[src/rtl/flow_pkg.sv]
package flow_pkg;

    localparam int XLEN    = 32;
    localparam int RIDX_W  = 5;
    localparam int IMM_W   = 16;
    localparam int JIDX_W  = 26;
    localparam int OP_W    = 6;

    localparam logic [OP_W-1:0] OP_CALL = 6'h00;
    localparam logic [OP_W-1:0] OP_JMPI = 6'h01;
    localparam logic [OP_W-1:0] OP_BR   = 6'h06;
    localparam logic [OP_W-1:0] OP_BGE  = 6'h0E;
    localparam logic [OP_W-1:0] OP_BLT  = 6'h16;
    localparam logic [OP_W-1:0] OP_BNE  = 6'h1E;
    localparam logic [OP_W-1:0] OP_BEQ  = 6'h26;
    localparam logic [OP_W-1:0] OP_BGEU = 6'h2E;
    localparam logic [OP_W-1:0] OP_BLTU = 6'h36;
    localparam logic [OP_W-1:0] OP_RGRP = 6'h3A;

    localparam logic [OP_W-1:0] FX_ERET   = 6'h01;
    localparam logic [OP_W-1:0] FX_RET    = 6'h05;
    localparam logic [OP_W-1:0] FX_BRET   = 6'h09;
    localparam logic [OP_W-1:0] FX_JMP    = 6'h0D;
    localparam logic [OP_W-1:0] FX_NEXTPC = 6'h1C;
    localparam logic [OP_W-1:0] FX_CALLR  = 6'h1D;

    localparam logic [RIDX_W-1:0] LINK_REG = 5'd31;

    typedef enum logic [1:0] {
        TK_SEQ,
        TK_ABS,
        TK_BRANCH,
        TK_IND
    } tgt_kind_e;

    typedef enum logic [2:0] {
        CC_ALWAYS,
        CC_GE,
        CC_LT,
        CC_NE,
        CC_EQ,
        CC_GEU,
        CC_LTU
    } cond_e;

    typedef struct packed {
        tgt_kind_e         kind;
        cond_e             cond;
        logic              link;
        logic [RIDX_W-1:0] link_idx;
    } flow_dec_t;

    typedef struct packed {
        logic [XLEN-1:0] pc;
    } pc_state_t;

endpackage

[src/rtl/flow_decode.sv]
module flow_decode
    import flow_pkg::*;
(
    input  logic [OP_W-1:0]   op_i,
    input  logic [OP_W-1:0]   fx_i,
    input  logic [RIDX_W-1:0] c_idx_i,
    output flow_dec_t         dec_o
);

    always_comb begin
        dec_o          = '0;
        dec_o.kind     = TK_SEQ;
        dec_o.cond     = CC_ALWAYS;
        dec_o.link     = 1'b0;
        dec_o.link_idx = '0;
        unique case (op_i)
            OP_CALL: begin
                dec_o.kind     = TK_ABS;
                dec_o.link     = 1'b1;
                dec_o.link_idx = LINK_REG;
            end
            OP_JMPI: dec_o.kind = TK_ABS;
            OP_BR:   dec_o.kind = TK_BRANCH;
            OP_BGE:  begin dec_o.kind = TK_BRANCH; dec_o.cond = CC_GE;  end
            OP_BLT:  begin dec_o.kind = TK_BRANCH; dec_o.cond = CC_LT;  end
            OP_BNE:  begin dec_o.kind = TK_BRANCH; dec_o.cond = CC_NE;  end
            OP_BEQ:  begin dec_o.kind = TK_BRANCH; dec_o.cond = CC_EQ;  end
            OP_BGEU: begin dec_o.kind = TK_BRANCH; dec_o.cond = CC_GEU; end
            OP_BLTU: begin dec_o.kind = TK_BRANCH; dec_o.cond = CC_LTU; end
            OP_RGRP: begin
                unique case (fx_i)
                    FX_ERET, FX_RET, FX_BRET, FX_JMP: dec_o.kind = TK_IND;
                    FX_CALLR: begin
                        dec_o.kind     = TK_IND;
                        dec_o.link     = 1'b1;
                        dec_o.link_idx = c_idx_i;
                    end
                    FX_NEXTPC: begin
                        dec_o.link     = 1'b1;
                        dec_o.link_idx = c_idx_i;
                    end
                    default: dec_o.kind = TK_SEQ;
                endcase
            end
            default: dec_o.kind = TK_SEQ;
        endcase
    end

endmodule

[src/rtl/flow_compare.sv]
module flow_compare
    import flow_pkg::*;
#(
    parameter int W = XLEN
) (
    input  logic [W-1:0] opa_i,
    input  logic [W-1:0] opb_i,
    input  cond_e        cond_i,
    output logic         taken_o
);

    logic eq, lt_s, lt_u;

    always_comb begin
        eq   = (opa_i == opb_i);
        lt_s = ($signed(opa_i) < $signed(opb_i));
        lt_u = (opa_i < opb_i);
        unique case (cond_i)
            CC_GE:   taken_o = !lt_s;
            CC_LT:   taken_o = lt_s;
            CC_NE:   taken_o = !eq;
            CC_EQ:   taken_o = eq;
            CC_GEU:  taken_o = !lt_u;
            CC_LTU:  taken_o = lt_u;
            default: taken_o = 1'b1;
        endcase
    end

endmodule

[src/rtl/flow_target.sv]
module flow_target
    import flow_pkg::*;
#(
    parameter int W  = XLEN,
    parameter int JW = JIDX_W,
    parameter int IW = IMM_W
) (
    input  logic [W-1:0]  pc_i,
    input  logic [JW-1:0] jidx_i,
    input  logic [IW-1:0] imm_i,
    input  logic [W-1:0]  opa_i,
    input  tgt_kind_e     kind_i,
    input  logic          taken_i,
    output logic [W-1:0]  next_pc_o,
    output logic [W-1:0]  seq_pc_o
);

    localparam int SPLICE_W = JW + 2;
    localparam int KEEP_W   = W - SPLICE_W;

    logic [W-1:0] seq_pc, abs_pc, rel_pc, imm_sx;

    always_comb begin
        seq_pc = pc_i + W'(4);
        imm_sx = {{(W-IW){imm_i[IW-1]}}, imm_i};
        rel_pc = seq_pc + imm_sx;
        abs_pc = {pc_i[W-1 -: KEEP_W], jidx_i, 2'b00};
        unique case (kind_i)
            TK_ABS:    next_pc_o = abs_pc;
            TK_BRANCH: next_pc_o = taken_i ? rel_pc : seq_pc;
            TK_IND:    next_pc_o = opa_i;
            default:   next_pc_o = seq_pc;
        endcase
        seq_pc_o = seq_pc;
    end

endmodule

[src/rtl/flow_nextpc.sv]
module flow_nextpc
    import flow_pkg::*;
#(
    parameter int W      = XLEN,
    parameter int IDX_W  = RIDX_W
) (
    input  logic             clk,
    input  logic             rst_n,
    input  logic             valid_i,
    input  logic [31:0]      instr_i,
    input  logic [W-1:0]     rs_a_i,
    input  logic [W-1:0]     rs_b_i,
    output logic [W-1:0]     pc_o,
    output logic [W-1:0]     next_pc_o,
    output logic             link_we_o,
    output logic [IDX_W-1:0] link_idx_o,
    output logic [W-1:0]     link_val_o
);

    localparam int NSRC = 2;

    // instruction fields
    logic [IDX_W-1:0]  a_idx, b_idx, c_idx;
    logic [IMM_W-1:0]  imm;
    logic [JIDX_W-1:0] jidx;
    logic [OP_W-1:0]   op, fx;

    assign a_idx = instr_i[31:27];
    assign b_idx = instr_i[26:22];
    assign c_idx = instr_i[21:17];
    assign imm   = instr_i[21:6];
    assign jidx  = instr_i[31:6];
    assign fx    = instr_i[16:11];
    assign op    = instr_i[5:0];

    // operand fetch with index 0 forced to zero
    logic [W-1:0]     src_raw [NSRC];
    logic [IDX_W-1:0] src_idx [NSRC];
    logic [W-1:0]     src_val [NSRC];

    assign src_raw[0] = rs_a_i;
    assign src_raw[1] = rs_b_i;
    assign src_idx[0] = a_idx;
    assign src_idx[1] = b_idx;

    for (genvar g = 0; g < NSRC; g++) begin : g_src
        assign src_val[g] = (src_idx[g] == '0) ? '0 : src_raw[g];
    end

    flow_dec_t   dec;
    logic        taken;
    logic [W-1:0] tgt, seq_pc;
    pc_state_t   st_d, st_q;

    flow_decode u_dec (
        .op_i    (op),
        .fx_i    (fx),
        .c_idx_i (c_idx),
        .dec_o   (dec)
    );

    flow_compare #(.W(W)) u_cmp (
        .opa_i   (src_val[0]),
        .opb_i   (src_val[1]),
        .cond_i  (dec.cond),
        .taken_o (taken)
    );

    flow_target #(.W(W), .JW(JIDX_W), .IW(IMM_W)) u_tgt (
        .pc_i      (st_q.pc),
        .jidx_i    (jidx),
        .imm_i     (imm),
        .opa_i     (src_val[0]),
        .kind_i    (dec.kind),
        .taken_i   (taken),
        .next_pc_o (tgt),
        .seq_pc_o  (seq_pc)
    );

    always_comb begin
        st_d = st_q;
        if (valid_i) begin
            st_d.pc = tgt;
        end
    end

    always_ff @(posedge clk) begin
        if (!rst_n) begin
            st_q <= '0;
        end else begin
            st_q <= st_d;
        end
    end

    assign pc_o       = st_q.pc;
    assign next_pc_o  = tgt;
    assign link_idx_o = dec.link_idx;
    assign link_we_o  = valid_i && dec.link && (dec.link_idx != '0);
    assign link_val_o = seq_pc;

endmodule

[config.mk]
export PLATFORM = sky130hd
export DESIGN_NAME = flow_nextpc
export DESIGN_NICKNAME = d
export VERILOG_FILES = /design/src/rtl/flow_pkg.sv /design/src/rtl/flow_decode.sv /design/src/rtl/flow_compare.sv /design/src/rtl/flow_target.sv /design/src/rtl/flow_nextpc.sv
export SDC_FILE = /design/constraint.sdc
export NUM_CORES = 1
export LEC_CHECK = 0
export BUFFER_PORTS_ARGS = -buffer_cell sky130_fd_sc_hd__buf_4
export CAP_MARGIN = 40
export CORE_ASPECT_RATIO = 1.4
export CORE_MARGIN = 3
export CORE_UTILIZATION = 41
export CTS_BUF_LIST = sky130_fd_sc_hd__clkbuf_16
export DETAILED_ROUTE_END_ITERATION = 10
export PLACE_DENSITY = 0.67
export SETUP_SLACK_MARGIN = 0.2
export SYNTH_ARGS = -nofsm -noshare
export SYNTH_HDL_FRONTEND = slang
export SYNTH_SLANG_ARGS = --single-unit
[constraint.sdc]
create_clock -name clk -period 13.8 [get_ports clk]
set_clock_uncertainty 0.15 [all_clocks]
set_input_delay 2.76 -clock clk [delete_from_list [all_inputs] [get_ports clk]]
set_output_delay 2.76 -clock clk [all_outputs]
set_load 0.02 [all_outputs]
==> impl_metrics.csv <==
group,metric,value,unit
clocking,cts_htree_levels,2,
sta,worstMarginPinSlew,869.4,ps
clocking,postCtsHoldBufs,0,
drt,dr.first_iter.drc_count,536,
critical_path,path_max_fanout,49,
pwr,combPwrFrac,55.4,%
critical_path,start_kind,"primary input",
critical_path,reg2reg_depth,15,
yosys,ys_types,72,
placement,post-place-ws,3016,ps
clocking,cts_tree,"built",
critical_path,crit_end,"next_pc_o[11]",
yosys,yosysSeqAreaShare,10.96,%
yosys,syn-num-nets,1005,
global_route,overflow,0,
clocking,cts_resized,0,
placement,place_inst,1186,
worst_hold_path,hp-class,"reg2reg",
yosys,yosys_warnings,0,
global_route,antenna_found_initial,0,
drt,ant_nets,0,
yosys,syn_area,0.005843,sq mm
pwr,powerDensity,64.00,mW/mm^2
yosys,yosysMostFrequentCell,"nand2_1",
placement,gp_congestion,1.017,
final_layout,syn2layout_area_growth,29.49,%
sta,hold_violations,0,
floorplanning,fp.dieH,147.3,um
critical_path,cp.depth,16,
yosys,synth.ff_latch_count,32,
sta,period_minus_slack,10800,ps
pwr,p_leak,3.618,nW
pwr,clkPwrFrac,22.4,%
final_layout,nFillCells,1449,
sta,rsz0062_at_grt,"false",
pwr,p_sw,0.2081,mW
sta,setup_viol,0,
clocking,post_cts_buffers,0,
yosys,synth-async-reset-ratio,0,%
clocking,clock_sinks,32,
yosys,synth_top_area_share,13.70,%
pwr,peakVddDrop,0.00004561,V
drt,drt-vias-per-instance,5.946,
clocking,clock_latency,280,ps
critical_path,crit_top_cell,"buf_4",
critical_path,r2r_slack,8960,ps
global_route,grt_usage,29.34,%
clocking,cts_root_buf,"clkbuf_16",
final_layout,drive_gt1_share,23.79,%
drt,totalWireLength,23930,um
final_layout,register_area,640.6,sq um
clocking,cts_buffer_depth,2,
yosys,synth_common_cells,"103 x nand2_1, 74 x a21oi_1, 71 x nor2_1",
critical_path,crit_start,"instr_i[27]",
drt,drc,0,
pwr,intPower,0.2762,mW
drt,routedWlPerCell,20.04,um
drt,drt_pass1_iterations,5,
final_layout,nNetsFinal,1172,
sta,fmax,92.56,MHz
floorplanning,die_x,106.9,um
critical_path,r2r_end,"pc_o[31]",
critical_path,crit_buf_inv,3,
critical_path,crit_slowest_cell,"and2_1",
floorplanning,start_util,42.00,%
global_route,grt_max_degree,50,
yosys,synth_top_cell_by_area,"ha_1",
critical_path,critPathKind,"in2out",
yosys,synth_edf_count,0,
pwr,pwr-share-seq,22.2,%
floorplanning,rows,51,
yosys,synthTopCellsByArea,"ha_1 14%, dfxtp_1 11%, nand2_1 6.6%, a21oi_1 6.3%, xnor2_1 5.2%",
yosys,synthCells,841,
clocking,path_clk_slew,60,ps
drt,routed-via-count,7099,
final_layout,fin_cells,1194,
critical_path,critPathArrivalTime,7890,ps
yosys,synth_ff_type,"dfxtp_1",
critical_path,r2r_start,"pc_o[4]",
final_layout,final_area,0.007566,sq mm
placement,place_hpwl,19520,um
final_layout,diodes,0,
critical_path,cpPeakStageDelay,760,ps
sta,max_slew_margin,42.04,%
floorplanning,coreArea,0.01391,sq mm
pwr,switching_share,42.97,%
critical_path,cpLargestDelayFamily,"simple AND/OR/NAND/NOR gates",
sta,setup_tns,0,ps
placement,dpl-instance-area,0.007426,sq mm
yosys,avgSynthCellArea,6.948,sq um
final_layout,multi_input_area,0.004891,sq mm
placement,numPortBuffers,200,
global_route,grt_pass1_wl,36600,um
clocking,cts_made_buffers,5,
floorplanning,dieArea,0.01574,sq mm
outcome,outcome,"finished, final reports clean",
critical_path,crit_required,10890,ps
run,maxCapViolations,0,
sta,timing.final.crit_share,78.29,%
sta,hold_slack,391.5,ps
floorplanning,pin_count,201,
critical_path,crit_chain,"buf_4, nor3_1, nand2_1, and2_1, ha_1, a21oi_1, o21ai_1, a2111o_1, o41ai_2, mux2i_1, mux2i_4, buf_4, and2_1, nor2_1, a21oi_1, buf_4",
global_route,first_global_vias,6881,
critical_path,cp-end-kind,"primary output",
sta,fin_ws,2996,ps
final_layout,largest_reg_flops,32,
sta,finalMaxSlewViolations,0,
==> through the flow <==
| stage | power, mW | utilization, % |
|---|---|---|
| floorplan | 0.2727 | - |
| global placement | 0.3741 | 53.38 |
| detailed placement | 0.3744 | 53.38 |
| CTS | 0.4823 | 54.39 |
| global route | 0.5112 | 54.39 |
| finish | 0.4842 | 54.39 |
==> power by group through the flow <==
stage               combinational, mW  clock (mW)  sequential [mW]
floorplan                       0.159           0            0.114
global placement                0.265           0            0.109
detailed placement              0.265           0            0.109
CTS                             0.266       0.109            0.107
global route                    0.292       0.111            0.108
finish                          0.268       0.108            0.107
==> layout by cell type, fill, tap and decap left out, drive strengths merged, types with 16 or more instances in the layout <==
cell,count
o21ai,46
nor2,71
xnor2,35
a21oi,76
and3,20
ha,64
nand3,38
inv,27
xor2,16
buf,208
nor3,16
dfxtp,32
and2,38
nand2,104
==> cell type report <==
cell class	instances	area share, %
clock inverter	3	0.1984
timing repair buffer	208	20.64
sequential	32	8.467
clock buffer	5	1.654
tap	185	3.059
inverter	27	1.340
multi-input combinational	734	64.64
==> metal layers <==
| metal | vias to the layer above | track usage, % | routed length, um |
|---|---|---|---|
| li1 | 3429 | - | - |
| met1 | 3250 | 36.06 | 9339 |
| met2 | 360 | 49.40 | 11360 |
| met5 | - | 0 | 0 |
| met3 | 60 | 2.945 | 1706 |
| met4 | 0 | 16.83 | 1525 |
==> how the worst min path moves through the flow <==
stage	depth (start not counted)	to	slack (ps)	start
after floorplan	2	pc_o[30]	450	pc_o[30]
final	2	pc_o[17]	390	pc_o[17]
after CTS	2	pc_o[17]	390	pc_o[17]
after detailed placement	2	pc_o[17]	380	pc_o[17]
after global placement	2	pc_o[17]	390	pc_o[17]
after global routing	2	pc_o[17]	410	pc_o[17]
==> tightest hold or removal path: stages, from the launching register on <==
cell	delay (ps)
dfxtp_1	340
nand3_1	90
o31ai_1	60
==> logic make-up after synthesis <==
group | count (synthesis) | synth area share, %
compound gates | 267 | 32.08
xor+xnor | 51 | 7.644
fa+ha+maj | 65 | 14.05
buf+inv | 75 | 5.546
flops | 32 | 10.96
mux | 6 | 1.028
simple gates | 345 | 28.69
No activity file was read; power rests on OpenSTA's default activity.
